### src/rtl/prescaled_timer16.sv
module prescaled_timer16 (
  input  logic       clk,
  input  logic       rst_n,
  input  logic       reg_wr,
  input  logic       reg_rd,
  input  logic [1:0] reg_addr,
  input  logic [7:0] reg_wdata,
  output logic [7:0] reg_rdata,
  input  logic       ext_tick,
  output logic       irq
);

  localparam logic [1:0] A_CTRL = 2'd0;
  localparam logic [1:0] A_HI   = 2'd1;
  localparam logic [1:0] A_LO   = 2'd2;
  localparam int         PRE_W  = 7;

  logic [15:0]      cnt;
  logic [PRE_W-1:0] pre;
  logic [PRE_W-1:0] pmask;
  logic [2:0]       psel;
  logic             stop, ovf_en, ovf_flag;
  logic [7:0]       held;
  logic             latched;
  logic [2:0]       ext_sync;
  logic             ext_rise, div_hit, tick;
  logic             ctrl_wr, restart, hi_rd, lo_rd;
  logic             unused_bits;

  assign unused_bits = reg_wdata[3];

  assign ctrl_wr = reg_wr && (reg_addr == A_CTRL);
  assign restart = ctrl_wr && reg_wdata[4];
  assign hi_rd   = reg_rd && (reg_addr == A_HI);
  assign lo_rd   = reg_rd && (reg_addr == A_LO);

  // prescaler tap: all bits below the selected one are ones
  assign pmask    = (PRE_W'(1) << psel) - PRE_W'(1);
  assign div_hit  = &(pre | ~pmask);
  assign ext_rise = ext_sync[1] & ~ext_sync[2];
  assign tick     = !stop && ((psel == 3'b111) ? ext_rise : div_hit);

  always_ff @(posedge clk) begin
    if (!rst_n) ext_sync <= '0;
    else        ext_sync <= {ext_sync[1:0], ext_tick};
  end

  always_ff @(posedge clk) begin
    if (!rst_n)       pre <= '0;
    else if (restart) pre <= '0;
    else if (!stop)   pre <= pre + PRE_W'(1);
  end

  always_ff @(posedge clk) begin
    if (!rst_n)       cnt <= '0;
    else if (restart) cnt <= '0;
    else if (tick)    cnt <= cnt + 16'd1;
  end

  always_ff @(posedge clk) begin
    if (!rst_n) begin
      stop   <= 1'b1;
      ovf_en <= 1'b0;
      psel   <= 3'b000;
    end else if (ctrl_wr) begin
      stop   <= reg_wdata[5];
      ovf_en <= reg_wdata[6];
      psel   <= reg_wdata[2:0];
    end
  end

  always_ff @(posedge clk) begin
    if (!rst_n)                                       ovf_flag <= 1'b0;
    else if (tick && !restart && (cnt == 16'hFFFF))   ovf_flag <= 1'b1;
    else if (ctrl_wr && !reg_wdata[7])                ovf_flag <= 1'b0;
  end

  always_ff @(posedge clk) begin
    if (!rst_n) begin
      held    <= '0;
      latched <= 1'b0;
    end else if (hi_rd && !latched) begin
      held    <= cnt[7:0];
      latched <= 1'b1;
    end else if (lo_rd) begin
      latched <= 1'b0;
    end
  end

  always_comb begin
    case (reg_addr)
      A_CTRL:  reg_rdata = {ovf_flag, ovf_en, stop, 2'b00, psel};
      A_HI:    reg_rdata = cnt[15:8];
      A_LO:    reg_rdata = latched ? held : cnt[7:0];
      default: reg_rdata = 8'h00;
    endcase
  end

  assign irq = ovf_flag & ovf_en;

  p_restart_zero_r6: assert property (@(posedge clk) disable iff (!rst_n)
    restart |=> (cnt == 16'h0000));

  p_stop_hold_r7: assert property (@(posedge clk) disable iff (!rst_n)
    (stop && !restart) |=> $stable(cnt));

  p_wrap_flag_r9: assert property (@(posedge clk) disable iff (!rst_n)
    (tick && !restart && cnt == 16'hFFFF) |=> (ovf_flag && cnt == 16'h0000));

  p_flag_sticky_r9: assert property (@(posedge clk) disable iff (!rst_n)
    (ovf_flag && !ctrl_wr) |=> ovf_flag);

  p_held_stable_r5: assert property (@(posedge clk) disable iff (!rst_n)
    (latched && !lo_rd) |=> (latched && $stable(held)));

endmodule

### config.mk
export PLATFORM = sky130hd
export DESIGN_NAME = prescaled_timer16
export DESIGN_NICKNAME = d
export VERILOG_FILES = /design/src/rtl/prescaled_timer16.sv
export SDC_FILE = /design/constraint.sdc
export NUM_CORES = 1
export LEC_CHECK = 0
export BUFFER_PORTS_ARGS = -buffer_cell sky130_fd_sc_hd__buf_4
export CELL_PAD_IN_SITES_DETAIL_PLACEMENT = 1
export CELL_PAD_IN_SITES_GLOBAL_PLACEMENT = 2
export CORE_ASPECT_RATIO = 1.25
export CORE_UTILIZATION = 37
export CTS_BUF_LIST = sky130_fd_sc_hd__clkbuf_8
export DETAILED_ROUTE_END_ITERATION = 12
export PLACE_DENSITY_LB_ADDON = 0.2
export SLEW_MARGIN = 20
export SYNTH_ARGS = -nofsm -noshare
export SYNTH_HDL_FRONTEND = slang
export SYNTH_SLANG_ARGS = --single-unit
### constraint.sdc
create_clock -name clk -period 1.9 [get_ports clk]
set_input_delay 0 -clock clk [delete_from_list [all_inputs] [get_ports clk]]
set_output_delay 0 -clock clk [all_outputs]
set_load 0.01 [all_outputs]
==> summary.txt, run 1 <==
Run status
  • Run status: finished, final reports clean

Synth
  • Most used DFF post-synth: sky130_fd_sc_hd__dfxtp_1
  • Mean instance size in the synthesized netlist: 9.124 µm²
  • Synth Cell Area: 2062 µm²
  • Syn Inst Count: 226
  • Proportion of synthesized chip area in sequential cells: 38.83%
  • Net Count, Synth: 243
  • Number of distinct standard cells referenced by the synthesized netlist: 39
  • Synth Warn #: 0
  • Post-synth EDFFs: 0
  • Fraction of registers with async set/reset: 0%
  • FF+latch count, synth: 40

Routing
  • First-pass iteration count of the detailed router: 4
  • First-iteration detailed-routing DRC count: 76
  • DRT antenna net count: 0
  • Average wire length per cell after detail routing: 17.08 µm
  • DRC violation count after routing: 0
  • DR vias/cell: 5.265
  • Vias post-DR: 1769
  • Total wirelength of the detailed-routed design: 5.739 mm

Power
  • Leakage power: 0.9542 nW
  • Power per standard cell area: 655.0 nW/µm²
  • Power Total: 1.705 mW
  • Worst voltage drop across the vdd grid: 383.1 µV

Global route
  • Pin count of the biggest net entering global routing: 21
  • First-pass GRT wire length: 9.446 mm
  • Overall fraction of global-route tracks in use: 22.07%
  • Vias in the first global route: 1880
  • Total congestion overflow after global routing: 0
  • Number of antenna violations at the first check in global routing: 0

Critical path
  • Data required time at the worst endpoint: 2.09 ns
  • Critical path's largest stage delay: 0.42 ns
  • Slack of the worst reg-to-reg path: 0.14 ns
  • Most prevalent standard cell on the critical path: sky130_fd_sc_hd__nor2_2
  • Crit path cell chain: nand4_1, nor2_2, nand2_1, a2111oi_2, xnor2_1, nor2_2
  • Worst setup startpoint: cnt[7]
  • Category of the worst setup path launch point: flop
  • FF-to-FF End: cnt[13]
  • Cell count of the worst reg-to-reg path: 6
  • CP max stage cell: sky130_fd_sc_hd__dfxtp_1
  • Crit Reg-Reg Startpoint: cnt[7]
  • Setup Crit Path Kind: flop to flop
  • CP Data Arrival Time: 1.95 ns
  • Capturing element type of the critical path: flop
  • Worst-path fanout max: 4

Place
  • Count of buffers from port buffering: 22
  • Post-placement setup slack: 0.04974 ns
  • Detailed placement HPWL: 4.179 mm
  • Total cell area at the placement stage: 2412 µm²
  • Gpl congestion: 0.8132
  • Number of placed cells counting well taps: 321

Clock tree
  • Clock Sink Count: 40
  • H-tree depth: 2
  • Clock-pin slew on the worst setup and hold paths: 0.08 ns
  • Max Buffers Root-to-Sink: 2
  • Worst skew pair latency: 0.29 ns
  • Number of clock buffers inserted by TritonCTS: 5
  • Clock tree from TritonCTS: yes
  • Buffer cell driving the clock tree root: sky130_fd_sc_hd__clkbuf_8

Timing
  • Aggregate negative setup slack: 0 ns
  • RSZ-0062 raised after global routing: no
  • Final setup skew: 0.005490 ns
  • Max-slew violation count: 0
  • Final worst-path setup slack: 0.1387 ns
  • Final worst path period need: 1.761 ns
  • Pin slew with the least headroom to its limit: 0.8412 ns
  • Final number of hold-violating endpoints: 0
  • Number of endpoints failing setup at the final stage: 0
  • Maximum clock rate: 0.5678 GHz
  • Final period utilization: 92.70%
  • Relative slew margins: 43.62%

Cells and area
  • Area taken by multi-input logic gates: 1194 µm²
  • Post-route cell area: 2604 µm²
  • Filler cells: 630
  • Leading cell type in the layout, fill and taps excluded: sky130_fd_sc_hd__buf_4
  • Total inserted antenna cells: 0
  • Layout cells sized above 1: 25.74%
  • Total Nets Final: 288
  • Synthesis-to-finish area growth: 26.27%
  • Footprint of the flip-flops and latches: 803.3 µm²
  • Final cell count without fillers: 336
  • Most frequent cells in the layout: sky130_fd_sc_hd__buf_4 (44), sky130_fd_sc_hd__dfxtp_1 (38), sky130_fd_sc_hd__mux2i_1 (29)

Die
  • I/O pin cnt: 24
  • Initial core utilization: 38.15%
  • Standard-cell rows: 30
  • Total die area: 5877 µm²
  • Die Ht: 85.47 µm
  • Width of the chip: 68.77 µm
  • Placeable core region: 5405 µm²

Run
  • Reported max-cap violation count: 0

Hold path
  • WHS Endpoint: psel[2]
  • Min-delay src: rst_n
  • Type of the worst min-delay path: primary input to flop
  • Hold Path Cell Cnt: 2
state kept, by name, summed over array words and instances, names as in the netlist:
register	flops
ext_sync	3
latched	1
cnt	16
psel	3
held	8
ovf_flag	1
stop	1
pre	6
ovf_en	1
stage by stage:
step	utilization, %	hold slack [ns]
3_5_place_dp	44.63	0.2154
2_1_floorplan	-	0.1273
5_1_grt	48.17	0.05754
6_report	48.17	0.06306
3_3_place_gp	44.63	0.2126
4_1_cts	47.92	0.05782
layer usage:
metal / vias to the layer above / track usage [%] / part of all wire (%)
met1: 870 / 26.23 / 43
met5: - / 0 / 0
met2: 17 / 39.75 / 54
li1: 877 / - / -
met4: 0 / 5.009 / 0.99
met3: 5 / 4.032 / 1.6
repair_timing:
item / CTS / global route
resized for setup: 0 / 7
buffers inserted: 0 / 0
hold buffers: 7 / 0
endpoints found under the setup margin: 0 / 11
endpoints found under the hold margin: 6 / 0
how the worst max path moves through the flow:
stage / endpoint / slack, ns
floorplan: cnt[6] / 0.30
global placement: cnt[6] / 0.11
detailed placement: cnt[6] / 0.05
global route: cnt[9] / 0.01
CTS: cnt[6] / 0.02
finish: cnt[13] / 0.14
kinds of logic after synthesis:
logic type	synth area share, %
compound gates	13.23
xor+xnor	6.796
fa+ha+maj	1.213
buf+inv	3.823
flops	38.84
mux	14.08
simple gates	22.03
Yosys cell counts, types with 6 or more instances:
master                    count  area (µm²)
sky130_fd_sc_hd__nand2_1     15       56.30
sky130_fd_sc_hd__nand4_1      7       43.79
sky130_fd_sc_hd__nor2b_1     16       100.1
sky130_fd_sc_hd__xnor2_1     12       105.1
sky130_fd_sc_hd__and2_1       6       37.54
sky130_fd_sc_hd__mux2i_1     29       290.3
sky130_fd_sc_hd__o21ai_0      6       30.03
sky130_fd_sc_hd__o22ai_1      6       37.54
sky130_fd_sc_hd__dfxtp_1     40       800.8
sky130_fd_sc_hd__nor2_1      24       90.09
power by group:
group,switching [mW],internal (mW)
clock,0.300,0.385
sequential,0.00840,0.847
combinational,0.0844,0.0809
layout make-up:
cell class | instances | area share (%)
inverter | 5 | 0.7208
tap | 64 | 3.075
sequential | 40 | 30.85
multi-input combinational | 168 | 45.84
clock inverter | 3 | 1.490
timing repair buffer | 51 | 15.38
clock buffer | 5 | 2.643
critical path: cells and delay by family (launching register included):
family | cells | cell delay (ns)
XOR/XNOR | 1 | 0.18
flip-flops | 1 | 0.42
AO/OA/AOI/OAI | 1 | 0.39
AND/OR/NAND/NOR | 4 | 0.67
Note: power is estimated with default switching activity, not from simulation.
==> run 2: changes to the inputs <==
==> constraint.sdc (replaced) <==
create_clock -name clk -period 1.9 [get_ports clk]
set_input_delay 0 -clock clk [delete_from_list [all_inputs] [get_ports clk]]
set_output_delay 0 -clock clk [all_outputs]
set_load 0.05 [all_outputs]
==> run 2 against run 1 <==
  * Register-to-register slack worse by 0.04 ns
  * Setup slack worse by 0.042 ns
  * Critical endpoint is now cnt[15]
  * Utilization up 0.37 points
  * Count of clock-buffer cells in the layout up 1
  * Maximum frequency down 2.3%
  * Via count up 0.85%
  * Sequential power about the same
  * Sequential share of layout area down 0.33 points
  * Highest routed layer unchanged
  * Wire length down 6.0%
  * Combinational power up 8%
==> summary.txt, run 2 (same netlist as run 1, synthesis figures left out) <==
Place
  • Count of buffers from port buffering: 22 (unchanged)
  • Total cell area at the placement stage: 2442 µm² (+1.2%)
  • Gpl congestion: 0.7610 (-6.4%)
  • Post-placement setup slack: 0.03690 ns (-0.01283 ns)
  • Number of placed cells counting well taps: 325 (+1.2%)
  • Detailed placement HPWL: 4.010 mm (-4.1%)

Timing
  • Final setup skew: 0.003393 ns (-0.002098 ns)
  • Max-slew violation count: 0 (unchanged)
  • Number of endpoints failing setup at the final stage: 0 (unchanged)
  • Post-route worst hold slack: 0.07252 ns (+0.009460 ns)
  • Maximum clock rate: 0.5545 GHz (-2.3%)
  • Final period utilization: 94.93% (+2.2 points)
  • Final worst-path setup slack: 0.09642 ns (-0.04228 ns)
  • Pin slew with the least headroom to its limit: 0.8408 ns (-0.0004105 ns)
  • Final number of hold-violating endpoints: 0 (unchanged)
  • Relative slew margins: 43.64% (about the same)
  • RSZ-0062 raised after global routing: yes
  • Final worst path period need: 1.804 ns (+0.04228 ns)

Critical path
  • Slack of the worst reg-to-reg path: 0.1 ns (-0.04 ns)
  • FF-to-FF End: cnt[15]
  • Setup Crit Path Kind: flop to flop
  • Capturing element type of the critical path: flop
  • Cell count of the worst reg-to-reg path: 5 (-1)
  • Worst setup startpoint: psel[2]
  • Worst-path fanout max: 10 (+6)
  • Category of the worst setup path launch point: flop
  • CP Data Arrival Time: 1.99 ns (+0.04 ns)
  • Crit Reg-Reg Startpoint: psel[2]
  • Data required time at the worst endpoint: 2.09 ns (about the same)
  • Crit path to: cnt[15]

Routing
  • Total wirelength of the detailed-routed design: 5.392 mm (-6.0%)
  • First-iteration detailed-routing DRC count: 76 (unchanged)
  • DRT antenna net count: 0 (unchanged)
  • DR vias/cell: 5.216 (-0.92%)
  • Average wire length per cell after detail routing: 15.77 µm (-7.7%)
  • DRC violation count after routing: 0 (unchanged)
  • Vias post-DR: 1784 (+0.85%)
  • First-pass iteration count of the detailed router: 4 (unchanged)

Cells and area
  • Total Nets Final: 294 (+2.1%)
  • Leading cell type in the layout, fill and taps excluded: sky130_fd_sc_hd__buf_4
  • Top reg by flops: cnt
  • Total inserted antenna cells: 0 (unchanged)
  • Layout cells sized above 1: 26.26% (+0.52 points)
  • Final cell count without fillers: 342 (+1.8%)
  • Synthesis-to-finish area growth: 27.25%
  • Max reg flops: 16 (unchanged)
  • Most frequent cells in the layout: sky130_fd_sc_hd__buf_4 (50), sky130_fd_sc_hd__dfxtp_1 (40), sky130_fd_sc_hd__mux2i_1 (29)
  • Post-route cell area: 2624 µm² (+0.77%)
  • Top Registers: cnt x16, held x8, pre x6

Power
  • Leakage power: 0.9756 nW (+2.2%)
  • Power per standard cell area: 617.3 nW/µm² (-5.7%)
  • Power Total: 1.620 mW (-5.0%)
  • Combinational group share of total power: 11.0% (+1.3 points)
  • Worst voltage drop across the vdd grid: 481.4 µV (+26%)
  • Switching part of the total power: 24.52% (+1.5 points)
  • Fraction of power consumed by sequential logic: 52.8% (+2.6 points)
  • Clock network fraction of total power: 36.2% (-3.9 points)
  • Switching power of the nets: 397.1 µW (+1.2%)
  • Cell internal power dissipation: 1.223 mW (-6.9%)

Clock tree
  • Buffer cell driving the clock tree root: sky130_fd_sc_hd__clkbuf_8
  • Clock-pin slew on the worst setup and hold paths: 0.07 ns (about the same)
  • Max Buffers Root-to-Sink: 2 (unchanged)
  • Number of clock buffers inserted by TritonCTS: 5 (unchanged)
  • Clock tree from TritonCTS: yes
  • Clock Sink Count: 40 (unchanged)
  • H-tree depth: 2 (unchanged)
  • Worst skew pair latency: 0.29 ns (about the same)

Die
  • I/O pin cnt: 24 (unchanged)
  • Placeable core region: 5405 µm² (unchanged)
  • Die Ht: 85.47 µm (unchanged)
  • Width of the chip: 68.77 µm (unchanged)
  • Total die area: 5877 µm² (unchanged)
  • Initial core utilization: 38.15% (unchanged)
  • Standard-cell rows: 30 (unchanged)

Hold path
  • Hold Path Cell Cnt: 2 (unchanged)
  • Type of the worst min-delay path: primary input to flop
  • Min-delay src: rst_n

Global route
  • Total congestion overflow after global routing: 0 (unchanged)
  • Overall fraction of global-route tracks in use: 20.96% (-1.1 points)
  • Number of antenna violations at the first check in global routing: 0 (unchanged)
  • Pin count of the biggest net entering global routing: 21 (unchanged)
  • Vias in the first global route: 1798 (-4.4%)
  • First-pass GRT wire length: 8.983 mm (-4.9%)

Run status
  • Run status: finished, final reports clean

Run
  • Reported max-cap violation count: 0 (unchanged)
run 2: changes by cell type in the layout (fill, tap and decap cells not counted), sizes merged:
cell    delta
clkbuf     +1
buf        +6
inv        -1
clkinv     +1
bufinv     -1
run 2: layout make-up:
type	instances	area, µm²
inverter	5	18.77
tap	64	80.08
fill	638	2781
timing repair buffer	57	445.4
clock inverter	2	10.01
clock buffer	6	82.58
multi-input combinational	168	1186
sequential	40	800.8
run 2: critical path, stage by stage (launching register included):
cell and delay (ns):
sky130_fd_sc_hd__dfxtp_1 0.43, sky130_fd_sc_hd__nand4_1 0.11, sky130_fd_sc_hd__or2_2 0.42, sky130_fd_sc_hd__a21oi_2 0.40, sky130_fd_sc_hd__a21oi_1 0.12, sky130_fd_sc_hd__a31o_2 0.22
run 2: what timing repair did:
action | 4_1_cts | 5_1_grt
endpoints found under the setup margin | 0 | 14
gates resized for setup | 0 | 2
hold buffers | 7 | 0
endpoints found under the hold margin | 6 | 0
buffers inserted | 0 | 2
run 2: how the worst min path moves through the flow:
stage | end | slack [ns]
5_1_grt | psel[2] | 0.07
2_1_floorplan | ext_sync[0] | 0.13
6_report | ovf_en | 0.07
3_5_place_dp | ext_sync[0] | 0.21
3_3_place_gp | ext_sync[0] | 0.21
4_1_cts | psel[2] | 0.07
run 2: layer usage:
| metal | vias to the layer above | wire length, µm | track usage, % |
|---|---|---|---|
| met5 | - | 0 | 0 |
| met4 | 0 | 68 | 6.308 |
| met3 | 6 | 115 | 3.763 |
| met2 | 21 | 2855 | 37.34 |
| met1 | 863 | 2352 | 24.65 |
| li1 | 894 | - | - |
run 2: power groups by stage:
stage	clock [mW]	combinational, mW	sequential (mW)
after floorplan	0	0.100	0.874
after global placement	0	0.160	0.874
after detailed placement	0	0.162	0.875
after CTS	0.613	0.173	0.855
after global routing	0.641	0.195	0.856
final	0.586	0.179	0.855
run 2: stage by stage:
stage	setup TNS [ns]	utilization (%)
after floorplan	0	-
after global placement	0	45.19
after detailed placement	0	45.19
after CTS	0	48.19
after global routing	-0.1129	48.54
final	0	48.54
==> run 3: changes to the inputs <==
--- a/config.mk
+++ b/config.mk
@@ -9,8 +9,7 @@
 export CELL_PAD_IN_SITES_DETAIL_PLACEMENT = 1
 export CELL_PAD_IN_SITES_GLOBAL_PLACEMENT = 2
 export CORE_ASPECT_RATIO = 1.25
-export CORE_UTILIZATION = 37
-export CTS_BUF_LIST = sky130_fd_sc_hd__clkbuf_8
+export CORE_UTILIZATION = 35
 export DETAILED_ROUTE_END_ITERATION = 12
 export PLACE_DENSITY_LB_ADDON = 0.2
 export SLEW_MARGIN = 20
==> run 3 against run 2 <==
  * Clock power is essentially flat
  * Wire length down 3.2%
  * Setup slack better by 0.054 ns
  * Die area increased by 5.6%
  * Final area decreased by 2.8%
  * Maximum frequency rose by 3.1%
  * Critical path type unchanged
  * Critical endpoint is now cnt[13]
  * Largest power group unchanged
==> summary.txt, run 3 (same netlist as run 1, synthesis figures left out) <==
Place
  • Gpl congestion: 0.7893 (+3.7%)
  • Count of buffers from port buffering: 22 (unchanged)
  • Detailed placement HPWL: 3.836 mm (-4.3%)

Cells and area
  • Total inserted antenna cells: 0 (unchanged)
  • Synthesis-to-finish area growth: 23.67%
  • Final core area utilization: 45.90% (-2.6 points)
  • Layout cells sized above 1: 22.85% (-3.4 points)
  • Footprint of the flip-flops and latches: 803.3 µm² (+0.31%)
  • Filler cells: 666 (+4.4%)
  • Most frequent cells in the layout: sky130_fd_sc_hd__dfxtp_1 (38), sky130_fd_sc_hd__buf_4 (38), sky130_fd_sc_hd__mux2i_1 (29)
  • Total Nets Final: 283 (-3.7%)
  • Top Registers: cnt x16, held x8, pre x6
  • Area taken by multi-input logic gates: 1182 µm² (-0.32%)
  • Max reg flops: 16 (unchanged)
  • Top reg by flops: cnt

Power
  • Power Total: 1.612 mW (-0.46%)
  • Switching part of the total power: 23.97% (-0.55 points)
  • Cell internal power dissipation: 1.226 mW (+0.27%)
  • Worst voltage drop across the vdd grid: 337.7 µV (-30%)
  • Fraction of power consumed by sequential logic: 53.1% (+0.3 points)
  • Combinational group share of total power: 10.6% (-0.4 points)
  • Leakage power: 0.9151 nW (-6.2%)
  • Switching power of the nets: 386.4 µW (-2.7%)
  • Clock network fraction of total power: 36.3% (about the same)
  • Power per standard cell area: 632.3 nW/µm² (+2.4%)

Routing
  • DRT antenna net count: 0 (unchanged)
  • First-pass iteration count of the detailed router: 4 (unchanged)
  • Total wirelength of the detailed-routed design: 5.217 mm (-3.2%)
  • DR vias/cell: 5.166 (-0.96%)
  • First-iteration detailed-routing DRC count: 42 (-45%)
  • Vias post-DR: 1710 (-4.1%)
  • Average wire length per cell after detail routing: 15.76 µm (about the same)
  • DRC violation count after routing: 0 (unchanged)

Timing
  • Final number of hold-violating endpoints: 0 (unchanged)
  • RSZ-0062 raised after global routing: yes
  • Final setup skew: 0.009386 ns (+0.005994 ns)
  • Pin slew with the least headroom to its limit: 0.8128 ns (-0.02801 ns)
  • Maximum clock rate: 0.5717 GHz (+3.1%)
  • Final worst path period need: 1.749 ns (-0.05426 ns)
  • Relative slew margins: 45.52% (+1.9 points)
  • Number of endpoints failing setup at the final stage: 0 (unchanged)
  • Final period utilization: 92.07% (-2.9 points)
  • Max-slew violation count: 0 (unchanged)

Critical path
  • Slack of the worst reg-to-reg path: 0.15 ns (+0.05 ns)
  • CP Data Arrival Time: 1.93 ns (-0.06 ns)
  • Category of the worst setup path launch point: flop
  • Data required time at the worst endpoint: 2.08 ns (about the same)
  • Capturing element type of the critical path: flop
  • Setup Crit Path Kind: flop to flop
  • Worst-path fanout max: 6 (-4)

Run status
  • Run status: finished, final reports clean

Clock tree
  • Worst skew pair latency: 0.29 ns (about the same)
  • Clock Sink Count: 40 (unchanged)
  • Post-CTS setup buffer count: 0 (unchanged)
  • Clock tree from TritonCTS: yes
  • Clock-pin slew on the worst setup and hold paths: 0.08 ns (about the same)
  • Number of clock buffers inserted by TritonCTS: 5 (unchanged)
  • Buffer cell driving the clock tree root: sky130_fd_sc_hd__clkbuf_8
  • Max Buffers Root-to-Sink: 2 (unchanged)
  • H-tree depth: 2 (unchanged)

Global route
  • Number of antenna violations at the first check in global routing: 0 (unchanged)
  • Total congestion overflow after global routing: 0 (unchanged)
  • Overall fraction of global-route tracks in use: 19.16% (-1.8 points)
  • Pin count of the biggest net entering global routing: 21 (unchanged)
  • First-pass GRT wire length: 8.990 mm (about the same)
  • Vias in the first global route: 1784 (-0.78%)

Die
  • Initial core utilization: 37.12% (-1.0 points)
  • Standard-cell rows: 30 (unchanged)
  • Width of the chip: 70.65 µm (+2.7%)
  • Total die area: 6204 µm² (+5.6%)
  • I/O pin cnt: 24 (unchanged)
  • Placeable core region: 5555 µm² (+2.8%)
  • Die Ht: 87.82 µm (+2.7%)

Hold path
  • Type of the worst min-delay path: primary input to flop

Run
  • Reported max-cap violation count: 0 (unchanged)
==> run 3: what timing repair did <==
action                                 in CTS  in global routing
resized for setup                           0                  3
setup endpoints to repair                   0                  7
hold buffers                                7                  0
endpoints found under the hold margin       6                  0
==> run 3: final timing paths <==
path / endpoint / cells past startpoint / start
worst max-delay path: cnt[13] / 6 / cnt[6]
worst min-delay path: ovf_flag / 3 / reg_wdata[7]
worst max register to register: cnt[13] / 6 / cnt[6]
worst min register to register: ext_sync[1] / 1 / ext_sync[0]
==> run 3: power groups by stage <==
stage	sequential [mW]	clock (mW)	combinational, mW
floorplan	0.874	0	0.100
global placement	0.875	0	0.162
detailed placement	0.876	0	0.162
CTS	0.856	0.611	0.174
global route	0.858	0.640	0.188
finish	0.856	0.585	0.171
==> run 3: critical path: stages (launching register included) <==
cell	delay (ns)
sky130_fd_sc_hd__dfxtp_1	0.43
sky130_fd_sc_hd__nand4_1	0.22
sky130_fd_sc_hd__nor2_1	0.28
sky130_fd_sc_hd__nand2_1	0.11
sky130_fd_sc_hd__a2111oi_2	0.37
sky130_fd_sc_hd__xnor2_1	0.18
sky130_fd_sc_hd__nor2_2	0.04
==> run 3: stage by stage <==
step,setup WS (ns),setup TNS (ns),std cells,hold slack (ns),area [µm²]
final,0.1507,0,331,0.06056,2550
after detailed placement,0.1164,0,316,0.2161,2387
after CTS,0.09586,0,331,0.05407,2547
after global placement,0.1335,0,316,0.2076,2387
after floorplan,0.2053,0,226,0.1273,2062
after global routing,-0.02704,-0.03946,331,0.06064,2550
==> run 3: area by class of cell <==
class                           count  share of cell area (%)
Timing Repair Buffer               46                   14.72
Inverter                            5                  0.7360
Multi-Input combinational cell    168                   46.37
Sequential cell                    40                   31.50
Clock buffer                        8                   3.533
Tap cell                           64                   3.140
==> run 3: routing by layer <==
layer  track usage [%]  wire length (µm)
met3             3.107               115
met4             8.727               146
met2             34.95              2687
met1             22.11              2267
met5                 0                 0
